$ cat config.mk
export PLATFORM = sky130hd
export DESIGN_NAME = ir_cc_timer
export DESIGN_NICKNAME = d
export VERILOG_FILES = /design/src/rtl/tmr_pkg.sv /design/src/rtl/tmr_prescale.sv /design/src/rtl/tmr_counter.sv /design/src/rtl/tmr_channel.sv /design/src/rtl/ir_cc_timer.sv
export SDC_FILE = /design/constraint.sdc
export NUM_CORES = 1
export LEC_CHECK = 0
export BUFFER_PORTS_ARGS = -buffer_cell sky130_fd_sc_hd__buf_4
export CORE_ASPECT_RATIO = 0.8
export CORE_MARGIN = 2
export CORE_UTILIZATION = 35
export CTS_CLUSTER_SIZE = 25
export DETAILED_ROUTE_END_ITERATION = 8
export GPL_TIMING_DRIVEN = 0
export SYNTH_ARGS = -nofsm -noshare
export SYNTH_HDL_FRONTEND = slang
export SYNTH_SLANG_ARGS = --single-unit
$ cat constraint.sdc
create_clock -name clk -period 2.7 [get_ports clk]
set_input_delay 0.135 -clock clk [delete_from_list [all_inputs] [get_ports clk]]
set_output_delay 0.135 -clock clk [all_outputs]
set_load 0.01 [all_outputs]
$ cat src/rtl/tmr_pkg.sv
package tmr_pkg;

  typedef enum logic [1:0] {
    EDGE_OFF  = 2'd0,
    EDGE_RISE = 2'd1,
    EDGE_FALL = 2'd2,
    EDGE_BOTH = 2'd3
  } edge_sel_t;

  typedef struct packed {
    edge_sel_t edge_sel;
    logic      cap_mode;
  } ch_cfg_t;

  // Clocks per count step for a divider select value.
  function automatic int unsigned div_of(input logic [1:0] sel);
    case (sel)
      2'd0:    return 1;
      2'd1:    return 8;
      2'd2:    return 32;
      default: return 128;
    endcase
  endfunction

  // Pulse-width level for a count against a compare value.
  function automatic logic pwm_level(input logic [15:0] cnt, input logic [15:0] cmp);
    return cnt < cmp;
  endfunction

endpackage

$ cat src/rtl/tmr_prescale.sv
module tmr_prescale #(
  parameter int PRE_W = 7
) (
  input  logic       clk,
  input  logic       rst_n,
  input  logic       run,
  input  logic       ir_mode,
  input  logic [1:0] sel,
  input  logic       carrier_tick,
  output logic       tick
);
  import tmr_pkg::*;

  logic [PRE_W-1:0] pre_cnt;
  logic [PRE_W-1:0] limit;

  assign limit = PRE_W'(div_of(sel) - 1);
  assign tick  = run & (ir_mode ? carrier_tick : (pre_cnt >= limit));

  always_ff @(posedge clk or negedge rst_n) begin
    if (!rst_n)                        pre_cnt <= '0;
    else if (!run || ir_mode || tick)  pre_cnt <= '0;
    else                               pre_cnt <= pre_cnt + 1'b1;
  end

  // the divider stays cleared while carrier pulses drive the count
  p_ir_div_idle_r9: assert property (@(posedge clk) disable iff (!rst_n)
    ir_mode |=> (pre_cnt == '0));

endmodule

$ cat src/rtl/tmr_counter.sv
module tmr_counter #(
  parameter int W = 16
) (
  input  logic         clk,
  input  logic         rst_n,
  input  logic         tick,
  input  logic [W-1:0] period,
  output logic [W-1:0] count,
  output logic         wrap
);
  assign wrap = tick && (count >= period);

  always_ff @(posedge clk or negedge rst_n) begin
    if (!rst_n)    count <= '0;
    else if (wrap) count <= '0;
    else if (tick) count <= count + 1'b1;
  end

  // no tick, no movement
  p_hold_r4: assert property (@(posedge clk) disable iff (!rst_n)
    !tick |=> $stable(count));
  // a wrap lands on zero
  p_wrap_zero_r3: assert property (@(posedge clk) disable iff (!rst_n)
    wrap |=> (count == '0));
  // an ordinary tick steps by one
  p_step_r2: assert property (@(posedge clk) disable iff (!rst_n)
    (tick && !wrap) |=> (count == W'($past(count) + 1'b1)));

endmodule

$ cat src/rtl/tmr_channel.sv
module tmr_channel #(
  parameter int W = 16
) (
  input  logic             clk,
  input  logic             rst_n,
  input  logic             cfg_we,
  input  tmr_pkg::ch_cfg_t cfg_in,
  input  logic             cmp_we,
  input  logic [W-1:0]     cmp_in,
  input  logic             running,
  input  logic             wrap,
  input  logic [W-1:0]     count,
  input  logic             pin,
  input  logic             clr,
  output logic             pwm,
  output logic [W-1:0]     cap_val,
  output logic             cap_flag
);
  import tmr_pkg::*;

  ch_cfg_t      cfg;
  logic [W-1:0] cmp_sh, cmp_act;
  logic         s1, s2, s3;
  logic         rise, fall, hit;

  assign rise = s2 & ~s3;
  assign fall = ~s2 & s3;
  assign hit  = cfg.cap_mode &&
                ((rise && (cfg.edge_sel == EDGE_RISE || cfg.edge_sel == EDGE_BOTH)) ||
                 (fall && (cfg.edge_sel == EDGE_FALL || cfg.edge_sel == EDGE_BOTH)));
  assign pwm  = !cfg.cap_mode && pwm_level(16'(count), 16'(cmp_act));

  always_ff @(posedge clk or negedge rst_n) begin
    if (!rst_n) begin
      cfg     <= '0;
      cmp_sh  <= '0;
      cmp_act <= '0;
    end else begin
      if (cfg_we)            cfg     <= cfg_in;
      if (cmp_we)            cmp_sh  <= cmp_in;
      if (!running || wrap)  cmp_act <= cmp_sh;
    end
  end

  always_ff @(posedge clk or negedge rst_n) begin
    if (!rst_n) begin
      {s1, s2, s3} <= '0;
      cap_val      <= '0;
      cap_flag     <= 1'b0;
    end else begin
      {s1, s2, s3} <= {pin, s1, s2};
      if (hit)      cap_val  <= count;
      if (hit)      cap_flag <= 1'b1;
      else if (clr) cap_flag <= 1'b0;
    end
  end

  // the active compare cannot change in the middle of a running period
  p_cmp_hold_r6: assert property (@(posedge clk) disable iff (!rst_n)
    (running && !wrap) |=> $stable(cmp_act));
  // a flag only rises after a qualifying edge
  p_flag_cause_r7: assert property (@(posedge clk) disable iff (!rst_n)
    $rose(cap_flag) |-> $past(hit));
  // the captured value is the count at the edge
  p_cap_value_r7: assert property (@(posedge clk) disable iff (!rst_n)
    hit |=> (cap_val == $past(count)));

endmodule

$ cat src/rtl/ir_cc_timer.sv
module ir_cc_timer #(
  parameter int CNT_W = 16,
  parameter int NCH   = 5,
  parameter int PRE_W = 7,
  parameter int AW    = 4
) (
  input  logic               clk,
  input  logic               rst_n,
  input  logic               wr_en,
  input  logic [AW-1:0]      wr_addr,
  input  logic [CNT_W-1:0]   wr_data,
  input  logic [NCH-1:0]     ch_in,
  input  logic               carrier_tick,
  input  logic               carrier_out,
  output logic [NCH-1:0]     ch_out,
  output logic               ir_out,
  output logic [CNT_W-1:0]   count_o,
  output logic               ovf_flag,
  output logic [NCH-1:0]     cap_flag,
  output logic [NCH*CNT_W-1:0] cap_val
);
  import tmr_pkg::*;

  localparam int A_CTRL = 0;
  localparam int A_PER  = 1;
  localparam int A_CMP0 = 2;
  localparam int A_CFG0 = A_CMP0 + NCH;
  localparam int A_CLR  = A_CFG0 + NCH;
  localparam int OVF_CLR_BIT = NCH;

  logic [3:0]       ctrl;
  logic [CNT_W-1:0] period;
  logic             tick, wrap;
  logic             run, ir_mode;
  logic             clr_we;

  assign run     = ctrl[2];
  assign ir_mode = ctrl[3];
  assign clr_we  = wr_en && (wr_addr == AW'(A_CLR));

  always_ff @(posedge clk or negedge rst_n) begin
    if (!rst_n) begin
      ctrl   <= '0;
      period <= '1;
    end else if (wr_en) begin
      if (wr_addr == AW'(A_CTRL)) ctrl   <= wr_data[3:0];
      if (wr_addr == AW'(A_PER))  period <= wr_data;
    end
  end

  always_ff @(posedge clk or negedge rst_n) begin
    if (!rst_n)                               ovf_flag <= 1'b0;
    else if (wrap)                            ovf_flag <= 1'b1;
    else if (clr_we && wr_data[OVF_CLR_BIT])  ovf_flag <= 1'b0;
  end

  tmr_prescale #(.PRE_W(PRE_W)) u_pre (
    .clk(clk), .rst_n(rst_n), .run(run), .ir_mode(ir_mode),
    .sel(ctrl[1:0]), .carrier_tick(carrier_tick), .tick(tick)
  );

  tmr_counter #(.W(CNT_W)) u_cnt (
    .clk(clk), .rst_n(rst_n), .tick(tick), .period(period),
    .count(count_o), .wrap(wrap)
  );

  for (genvar i = 0; i < NCH; i++) begin : g_ch
    tmr_channel #(.W(CNT_W)) u_ch (
      .clk(clk), .rst_n(rst_n),
      .cfg_we(wr_en && (wr_addr == AW'(A_CFG0 + i))),
      .cfg_in(ch_cfg_t'(wr_data[2:0])),
      .cmp_we(wr_en && (wr_addr == AW'(A_CMP0 + i))),
      .cmp_in(wr_data),
      .running(run), .wrap(wrap), .count(count_o),
      .pin(ch_in[i]), .clr(clr_we && wr_data[i]),
      .pwm(ch_out[i]),
      .cap_val(cap_val[CNT_W*i +: CNT_W]),
      .cap_flag(cap_flag[i])
    );
  end

  assign ir_out = ir_mode & ch_out[0] & carrier_out;

  // a modulated pulse only exists under the carrier in infrared mode
  p_ir_gate_r10: assert property (@(posedge clk) disable iff (!rst_n)
    ir_out |-> (carrier_out && ir_mode));
  // the overflow flag only rises on a wrap
  p_ovf_cause_r3: assert property (@(posedge clk) disable iff (!rst_n)
    $rose(ovf_flag) |-> $past(wrap));

endmodule

==> results.yml <==
grt:
  grt_antenna_before_repair: 0
  grt_max_degree: 115
  grt_util_all_layers: 0.172
  wire_length_of_the_first_global_routing_pass_mm: 57.4
  grt.overflow.total: 0
  grt_pass1_vias: 9656
logic_synthesis:
  synth-edff-count: 0
  synth_async_sr_flop_share: 1.00
  synthesis.yosys.warnings: 0
  mappedNetlistArea_um2: 14800
  netlist_instances: 1120
  flip_flop_and_latch_count_after_synthesis: 319
  net_count_after_synthesis: 1247
  synth-main-ff-cell: "sky130_fd_sc_hd__dfrtp_1"
  synth-seq-area-share: 0.539
  post_synth.cell_area_avg_um2: 13.2
  ys_types: 42
routing:
  drt_first_pass_iters: 4
  routed_wire_length_per_instance_um: 19.3
  antenna_left: 0
  remaining_drc_errors: 0
  drtIter0Drc: 472
  avgViaCountPerCell: 4.89
  post_detailed_routing_wire_length_mm: 37.3
  routed-via-count: 9468
sta:
  final_hold_violating_endpoints: 0
  worst-slew-pin-transition_ns: 0.878
  timing.setup.tns_ns: -4.39
  timing.final.crit_period_ns: 2.98
  achievable-frequency_mhz: 336
  grt_setup_unrepaired: "true"
  finalWorstSetupSlack_ns: -0.276
  drv_slew: 0
  setup-violations-final: 86
  relSlewSlack: 0.412
  hold_slack_ns: 0.106
  finalCritPeriodShare: 1.10
  clock-skew-final_ns: 0.0119
setup_path:
  worstSetupPathDepth: 10
  setup.worst_path.class: "flip-flop to output pin"
  worst_path_dominant_cell_family: "compound AO/OA/AOI/OAI gates"
  timing.reg2reg.worst_path_depth: 9
  worst-endpoint-arrival_ns: 2.84
  worstSetupStartpoint: "u_cnt.count[9]"
  slowest_stage: "sky130_fd_sc_hd__dfrtp_4"
  setup.worst_path.end_class: "output pin"
  critical_path_peak_fanout: 5
  worstPathCellList: "buf_4, ha_4, a21o_1, a21o_1, a211o_1, o211ai_1, a21oi_1, a2111oi_2, buf_4, buf_6"
  critPathBufInv: 3
  cp.required_ns: 2.57
  worst_setup_path_start_kind: "flip-flop"
  worstReg2RegStart: "u_cnt.count[1]"
  largest_stage_delay_worst_path_ns: 0.55
cts:
  ctsLongestPathBuffers: 3
  tritoncts.num_buffers: 35
  clock_latency_ns: 0.52
  cts_root_buffer: "sky130_fd_sc_hd__clkbuf_16"
  cts.htree.levels: 2
  clock_transition_at_path_regs_ns: 0.06
  clock-sinks: 319
  tritoncts: "yes"
final_layout:
  drive_gt1_frac: 0.428
  mostFrequentLayoutCells: "sky130_fd_sc_hd__dfrtp_1 (288), sky130_fd_sc_hd__mux2_2 (185), sky130_fd_sc_hd__buf_4 (167)"
  antenna_diodes: 0
  stdcell_area_um2: 19100
  layout_commonest_cell: "sky130_fd_sc_hd__dfrtp_1"
  area.growth.synth_to_final_pct: 28.5
  finalNetCount: 1487
worst_hold_path:
  hold-path-cell-count: 3
  hp-start: "wr_addr[1]"
  hold_path.class: "input pin to flip-flop"
place:
  globalplace.congestion: 0.766
  place_ws_ns: -0.687
  detailedPlacementHpwl_mm: 24.7
  dpl_cell_area_um2: 16600
  port_buffers: 137
job:
  drv_cap: 0
run_status:
  violations_in_the_final_reports: "negative setup slack"
  outcome: "complete, but fails checks"
power:
  max-vdd-ir-drop_mv: 0.443
  total_leakage_power_nw: 9.38
  post-layout-total-power_mw: 17.0
  power.density_cell_area_nw_per_um2: 893
floorplan:
  fp-row-count: 67
  io-pin-count: 138
  die-height_um: 188
  core_um2: 41800
  die_w_um: 234
  floorplan_die_area_um2: 44100
  floorplan.initialDensity: 0.355
## kinds of logic after synthesis
kind of cell / count (synthesis) / share of synthesized area
buffers and inverters: 142 / 0.0426
adders and majority gates: 97 / 0.0818
AOI/OAI and AO/OA: 107 / 0.0491
xor gates and xnor gates: 18 / 0.0106
and+or+nand+nor: 172 / 0.0551
DFF: 319 / 0.539
muxes: 265 / 0.221
## power by group
group,switching (mW),internal [mW],total (mW)
registers,0.792,5.99,6.79
logic,2.22,2.87,5.09
clock network,1.94,3.21,5.16
total,4.95,12.1,17.0
## tightest hold or removal path, delay by kind of cell
family	cells	cell delay, ns
buffers and inverters	1	0.11
and+or+nand+nor	1	0.18
muxes	1	0.17
## metrics by stage
stage	util	cells
4_1_cts	0.452	1924
6_report	0.456	1935
2_1_floorplan	-	1120
3_5_place_dp	0.397	1811
3_3_place_gp	0.396	1809
5_1_grt	0.456	1935
## final timing paths
| kind | end | slack, ns |
|---|---|---|
| setup reg to reg | g_ch[4].u_ch.cmp_act[5] | -0.06 |
| setup / recovery | ch_out[4] | -0.28 |
| min in group asynchronous | g_ch[4].u_ch.cap_val[5] | 0.25 |
| hold / removal | g_ch[1].u_ch.cfg[0] | 0.11 |
| hold reg to reg | g_ch[3].u_ch.s2 | 0.35 |
| max in group asynchronous | g_ch[3].u_ch.cmp_sh[2] | 0.89 |
## synthesized netlist by cell type (6+ instances only)
cell type                  instances  area (µm²)
sky130_fd_sc_hd__nand4_1          16         100
sky130_fd_sc_hd__clkbuf_1         23        86.3
sky130_fd_sc_hd__mux2_2          185        2080
sky130_fd_sc_hd__mux2_4           80        1200
sky130_fd_sc_hd__dfrtp_1         303        7580
sky130_fd_sc_hd__ha_1             97        1210
sky130_fd_sc_hd__o21ai_0          32         160
sky130_fd_sc_hd__nor3_1           11        55.1
sky130_fd_sc_hd__nand3b_1          8        60.1
sky130_fd_sc_hd__inv_1            95         357
sky130_fd_sc_hd__a211o_1           6        52.6
sky130_fd_sc_hd__nand2b_1         12        75.1
sky130_fd_sc_hd__a21oi_1          17        85.1
sky130_fd_sc_hd__buf_6             8        90.1
sky130_fd_sc_hd__a21o_1           24         180
sky130_fd_sc_hd__xnor2_1          13         114
sky130_fd_sc_hd__dfstp_2          16         420
sky130_fd_sc_hd__nand2_1          57         214
sky130_fd_sc_hd__nand3_1          10        50.1
sky130_fd_sc_hd__buf_4            10        75.1
sky130_fd_sc_hd__nor2_1           45         169
## final cells by class
type / instances / area [µm²]
fill: 3819 / 22800
sequential: 319 / 8040
multi-input combinational: 659 / 6490
timing repair buffer: 203 / 1890
clock buffer: 49 / 1060
tap: 552 / 691
inverter: 95 / 360
buffer: 47 / 352
clock inverter: 11 / 184
## timing repair
item                       in CTS  in global routing
setup buffers                  21                 13
gates cloned                   10                  0
setup endpoints to repair     101                 93
hold buffers                   22                  0
pin swaps                      31                 16
hold endpoints to repair      199                  0
resized for setup              88                 22
## sequential cells by signal, summed over array words and instances, names as in the netlist
signal	flops
g_ch.u_ch.cmp_act	80
period	16
g_ch.u_ch.s2	5
g_ch.u_ch.cmp_sh	80
u_cnt.count	16
g_ch.u_ch.s3	5
ovf_flag	1
u_pre.pre_cnt	7
g_ch.u_ch.cap_val	80
g_ch.u_ch.cap_flag	5
g_ch.u_ch.s1	5
ctrl	4
g_ch.u_ch.cfg	15
## routing by layer
metal  wire length, µm  up-vias  track usage
met2             16200      202        0.261
met4               536        0       0.0338
li1                  -     4394            -
met5                 0        -            0
met1             18700     4829        0.255
met3              1810       43       0.0304
(Power assumes the default switching activity.)
